### src/rtl/cnt_pkg.sv
package cnt_pkg;
   typedef enum logic {
      CLR_SYNC  = 1'b0,
      CLR_ASYNC = 1'b1
   } clr_mode_e;
endpackage

### src/rtl/cnt_next.sv
// Next-state selection with look-ahead increment. Priority: clear, load, count, hold.
module cnt_next #(
   parameter int W = 4
) (
   input  logic [W-1:0] cur,
   input  logic [W-1:0] din,
   input  logic         clr_n,
   input  logic         load_n,
   input  logic         run,
   output logic [W-1:0] nxt,
   output logic         full
);
   logic [W-1:0] tgl;

   // Toggle enables: bit i flips when every lower bit is one.
   always_comb begin
      logic acc;
      acc = 1'b1;
      for (int i = 0; i < W; i++) begin
         tgl[i] = acc;
         acc    = acc & cur[i];
      end
      full = acc;
   end

   always_comb begin
      if (!clr_n)       nxt = '0;
      else if (!load_n) nxt = din;
      else if (run)     nxt = cur ^ tgl;
      else              nxt = cur;
   end
endmodule

### src/rtl/cnt_state.sv
// State register; the clear variant is chosen by parameter.
module cnt_state #(
   parameter int                W        = 4,
   parameter cnt_pkg::clr_mode_e CLR_MODE = cnt_pkg::CLR_SYNC
) (
   input  logic         clk,
   input  logic         clr_n,
   input  logic [W-1:0] nxt,
   output logic [W-1:0] cur
);
   generate
      if (CLR_MODE == cnt_pkg::CLR_ASYNC) begin : g_async
         always_ff @(posedge clk or negedge clr_n) begin
            if (!clr_n) cur <= '0;
            else        cur <= nxt;
         end
      end else begin : g_sync
         always_ff @(posedge clk) begin
            cur <= nxt;
         end
      end
   endgenerate
endmodule

### src/rtl/cnt_carry.sv
// Terminal-count decode, gated by the chain enable only.
module cnt_carry (
   input  logic full,
   input  logic en_chain,
   output logic tc
);
   assign tc = full & en_chain;
endmodule

### src/rtl/cascade_counter.sv
module cascade_counter #(
   parameter int                W        = 4,
   parameter cnt_pkg::clr_mode_e CLR_MODE = cnt_pkg::CLR_SYNC
) (
   input  logic         clk,
   input  logic         clr_n,
   input  logic         load_n,
   input  logic         cnt_en_a,
   input  logic         cnt_en_b,
   input  logic [W-1:0] din,
   output logic [W-1:0] q,
   output logic         tc_out
);
   generate
      if (W < 1) begin : g_bad_width
         $fatal(1, "cascade_counter: W must be at least 1");
      end
   endgenerate

   logic [W-1:0] nxt;
   logic         full;
   logic         run;

   assign run = cnt_en_a & cnt_en_b;

   cnt_next #(.W(W)) u_next (
      .cur(q), .din(din), .clr_n(clr_n), .load_n(load_n),
      .run(run), .nxt(nxt), .full(full)
   );

   cnt_state #(.W(W), .CLR_MODE(CLR_MODE)) u_state (
      .clk(clk), .clr_n(clr_n), .nxt(nxt), .cur(q)
   );

   cnt_carry u_carry (
      .full(full), .en_chain(cnt_en_b), .tc(tc_out)
   );
endmodule

### config.mk
export PLATFORM = sky130hd
export DESIGN_NAME = cascade_counter
export DESIGN_NICKNAME = d
export VERILOG_FILES = /design/src/rtl/cnt_pkg.sv /design/src/rtl/cnt_next.sv /design/src/rtl/cnt_state.sv /design/src/rtl/cnt_carry.sv /design/src/rtl/cascade_counter.sv
export SDC_FILE = /design/constraint.sdc
export NUM_CORES = 1
export LEC_CHECK = 0
export CAP_MARGIN = 15
export CELL_PAD_IN_SITES_DETAIL_PLACEMENT = 0
export CELL_PAD_IN_SITES_GLOBAL_PLACEMENT = 1
export CORE_AREA = 2 2 39 41
export CTS_CLUSTER_SIZE = 8
export DETAILED_ROUTE_END_ITERATION = 10
export DIE_AREA = 0 0 41 43
export GPL_TIMING_DRIVEN = 1
export PLACE_DENSITY_LB_ADDON = 0.1
export SKIP_CTS_REPAIR_TIMING = 1
export SYNTH_ARGS = -nofsm -noshare
export SYNTH_HDL_FRONTEND = slang
export SYNTH_SLANG_ARGS = --single-unit
### constraint.sdc
create_clock -name clk -period 1.6 [get_ports clk]
set_input_delay 0.24 -clock clk [delete_from_list [all_inputs] [get_ports clk]]
set_output_delay 0.24 -clock clk [all_outputs]
set_load 0.1 [all_outputs]
### Word level (Yosys, flattened, before mapping)

Cells that the tools add are included.

| operators by class | value |
|---|---|
| add/subtract/negate cells | 0 |
| multiply operators | 0 |
| div/mod/pow operators | 0 |
| $lt $le $gt $ge | 0 |
| eq/ne operators | 1 |
| shift operators | 0 |
| muxes and demuxes | 2 |
| bitwise logic cells | 6 |
| reductions and logical operators | 0 |

Operator list:

| operator | number |
|---|---|
| 4-bit two-way mux | 2 |
| 1-bit AND | 5 |
| 4-bit XOR | 1 |
| 2-bit by 1-bit != test with 1-bit output, second input constant | 1 |

| word-level totals | value |
|---|---|
| register bits after elaboration | 4 |
| latch bits | 0 |
| bits in writable memories | 0 |
| ROM bits | 0 |
| input bits | 9 |
| output and inout port bits | 5 |
| word-level logic and storage cells | 10 |
| memories | 0 |

### Longest topological paths before layout

| logic depth | value |
|---|---|
| depth in word-level cells | 5 |
| gate-level depth with buffers | 5 |
| mapped depth without buffers | 5 |

### By module

A second synthesis with hierarchy kept.

| unflattened totals | value |
|---|---|
| cell total of the unflattened synthesis | 22 |
| area total of the unflattened synthesis | 214.0 um^2 |

Modules (own cells, without submodules):

| module | instances | cells an instance | area each (um^2) | seq. area each (um^2) |
|---|---|---|---|---|
| cnt_next | 1 | 16 | 121.4 | 0.0 |
| cnt_state | 1 | 4 | 80.1 | 80.1 |
| cascade_counter | 1 | 1 | 6.3 | 0.0 |
| cnt_carry | 1 | 1 | 6.3 | 0.0 |

### Worst setup path before layout

No wires, ideal clock.

| timing path | value |
|---|---|
| path kind | reg-to-output |
| from | register u_state.cur[0] |
| to | output port tc_out |
| data arrival time | 2.243 ns |
| data required time | 1.360 ns |
| setup slack | -0.883 ns |
| stages on the path, launching flop included | 5 |
| path buffers | 0 |
| cells stage by stage | dfxtp_1 > ha_1 > ha_1 > ha_1 > and2_1 |

| between the ends | value |
|---|---|
| longest elaborated chain between the ends | 4 |

Ends and longest elaborated chain:

| item | RTL line | RTL |
|---|---|---|
| start, declared | cnt_state.sv:9 | `output logic [W-1:0] cur` |
| start signal, assigned | cnt_state.sv:19 | `cur <= nxt;` |
| 1-bit AND (3 in series) | cnt_next.sv:21 | `acc = acc & cur[i];` |
| 1-bit AND | cnt_carry.sv:7 | `assign tc = full & en_chain;` |
| end, declared | cascade_counter.sv:12 | `output logic tc_out` |

Every way passes these cells.

### Worst setup path after layout

| timing path | value |
|---|---|
| from | register u_state.cur[1] |
| to | output port tc_out |

Same word-level chain as after synthesis.

==> impl_metrics.toml <==
[clocking]
clock_latency_ns = 0.24
cts_sinks = 4
htreeDepth = 1
cts_tree = "built"
clkTransAtPathRegs_ns = 0.04
cts.path.max_buffers = 2
cts_buffers = 3
cts-root-buf = "clkbuf_4"

[worst_setup_path]
start_kind = "flip-flop"
cp_max_fo = 3
critPathKind = "reg2out"
worstPathArrival_ns = 1.37
cp.required_ns = 1.36
crit_path_end_kind = "primary output"

[global_routing]
track_usage_pct = 9.54
grt_overflow = 0
grt_antenna_before_repair = 0
grt_pass1_vias = 268
grt_first_pass_wirelength_um = 1110
grt_max_degree = 9

[sta]
slew_viol_final = 0
slew_headroom_pct = 81.6
fin_crit_ns = 1.61
finalClockSkew_ns = 0.00485
setup_slack_ns = -0.00676
fin_crit_sh_pct = 100
worst_pin_slew_ns = 0.276
setup-tns-final_ns = -0.00676
fmax_ghz = 0.622
setup_viol_count_final = 1
rsz0062_at_grt = "true"
hold_violations = 0

[placed_design]
finalWeightedCongestion = 0.635
portBuffers = 13
pre_cts_slack_ns = 0.145
dp_hpwl_um = 485

[pwr]
peakVddDrop_mv = 0.478
total_power_uw = 410
p_per_area_nw_per_um2 = 784
p_leak_nw = 0.197

[synthesis]
synth_adder_area_share_pct = 15.2
synth_compound_area_share_pct = 34.3
synth_top_family_by_area = "compound AO/OA/AOI/OAI gates"
postSynthNetCount = 38
syn_inst = 26
avgSynthCellArea_um2 = 9.53
muxShareOfSynthArea_pct = 0
synth-seq-cells = 4
seq_area_frac_synth_pct = 32.3
synth_xor_area_share_pct = 0
yosysWarnings = 0
synthSimpleGateAreaFrac_pct = 11.6
post_synth_instance_area_um2 = 248
synth.distinct_cells = 10

[routing]
drc = 0
wl_per_cell_um = 11.2
via_per_inst = 4.49
drt_pass1_iterations = 4
drtIter0Drc = 5
antenna_left = 0
finalWirelength_um = 662
vias = 265

[floorplanning]
num_rows = 14
die_h_um = 43
initial_utilization_pct = 17.9
fp.dieW_um = 41
die_area_um2 = 1760
core_area_um2 = 1380
ios = 14

[cells_and_area]
fin_nets = 56
top_regs = "u_state.cur (4)"
drive_gt1_share_pct = 41.9
syn2layout_area_growth_pct = 111
n_antenna_cell = 0
largest-register = "u_state.cur"
largest_register_ffs = 4

[outcome]
violations = "negative setup slack"
status = "finished with violations"

[job]
max_cap_violations = 0

[hold_path]
min_path_type = "reg2reg"
-- kinds of logic (layout without fill, tap and decap cells) --
kind of cell	count (synthesis)	after routing
AOI/OAI and AO/OA	12	12
buffers and inverters	2	19
and+or+nand+nor	5	5
DFF	4	4
adders and majority gates	3	3
-- final timing paths --
path                                      from             end  slack [ns]  depth (start not counted)
worst min-delay path            u_state.cur[2]  u_state.cur[2]        0.63                          2
worst max-delay path            u_state.cur[1]          tc_out      -0.007                          5
worst min register to register  u_state.cur[2]  u_state.cur[2]        0.63                          2
worst max register to register  u_state.cur[1]  u_state.cur[3]        0.37                          5
-- cell usage after synthesis, drive strengths merged --
library cell / n / share of area [%]
a21bo: 4 / 16
a31oi: 4 / 10
and2: 1 / 2.5
buf: 2 / 6.6
dfxtp: 4 / 32
ha: 3 / 15
nand3: 3 / 6.1
nand3b: 1 / 3.0
o21ai: 4 / 8.1
-- cells in the final DEF (no fill, tap or decap), types with 3 or more instances in the layout --
cell type,netlist,layout
a21bo_1,4,4
a31oi_1,4,4
buf_12,0,5
clkbuf_4,0,3
clkdlybuf4s50_1,0,8
ha_4,0,3
nand3_1,3,3
o21ai_0,4,4
-- layer usage --
layer	track usage [%]	vias to the layer above	part of all wire (%)
met5	0	-	0
met4	2.00	0	0
met3	6.28	0	9.4
met2	13.8	12	48
met1	11.6	117	42
li1	-	136	-
-- report_power, final --
| group | switching [mW] | internal (mW) |
|---|---|---|
| Combinational | 0.0817 | 0.0677 |
| Clock | 0.0462 | 0.0939 |
| Sequential | 0.0123 | 0.108 |
-- through the flow --
| stage | instance area [µm²] | cells | hold slack [ns] | util (%) |
|---|---|---|---|---|
| CTS | 478 | 58 | 0.588 | 34.5 |
| global placement | 452 | 54 | 0.580 | 32.6 |
| floorplan | 260 | 26 | 0.330 | - |
| detailed placement | 452 | 54 | 0.570 | 32.6 |
| global route | 523 | 59 | 0.651 | 37.8 |
| finish | 523 | 59 | 0.629 | 37.8 |
-- worst max-delay path, stage by stage (launching register included) --
cell	delay [ns]
dfxtp_4	0.36
ha_4	0.16
ha_4	0.15
ha_4	0.14
and2_4	0.15
buf_12	0.16
-- layout make-up --
| class | instances | area (µm²) |
|---|---|---|
| Fill cell | 128 | 861 |
| Timing Repair Buffer | 15 | 195 |
| Multi-Input combinational cell | 20 | 191 |
| Sequential cell | 4 | 90.1 |
| Clock buffer | 4 | 26.3 |
| Tap cell | 16 | 20.0 |
(Power assumes the default switching activity.)
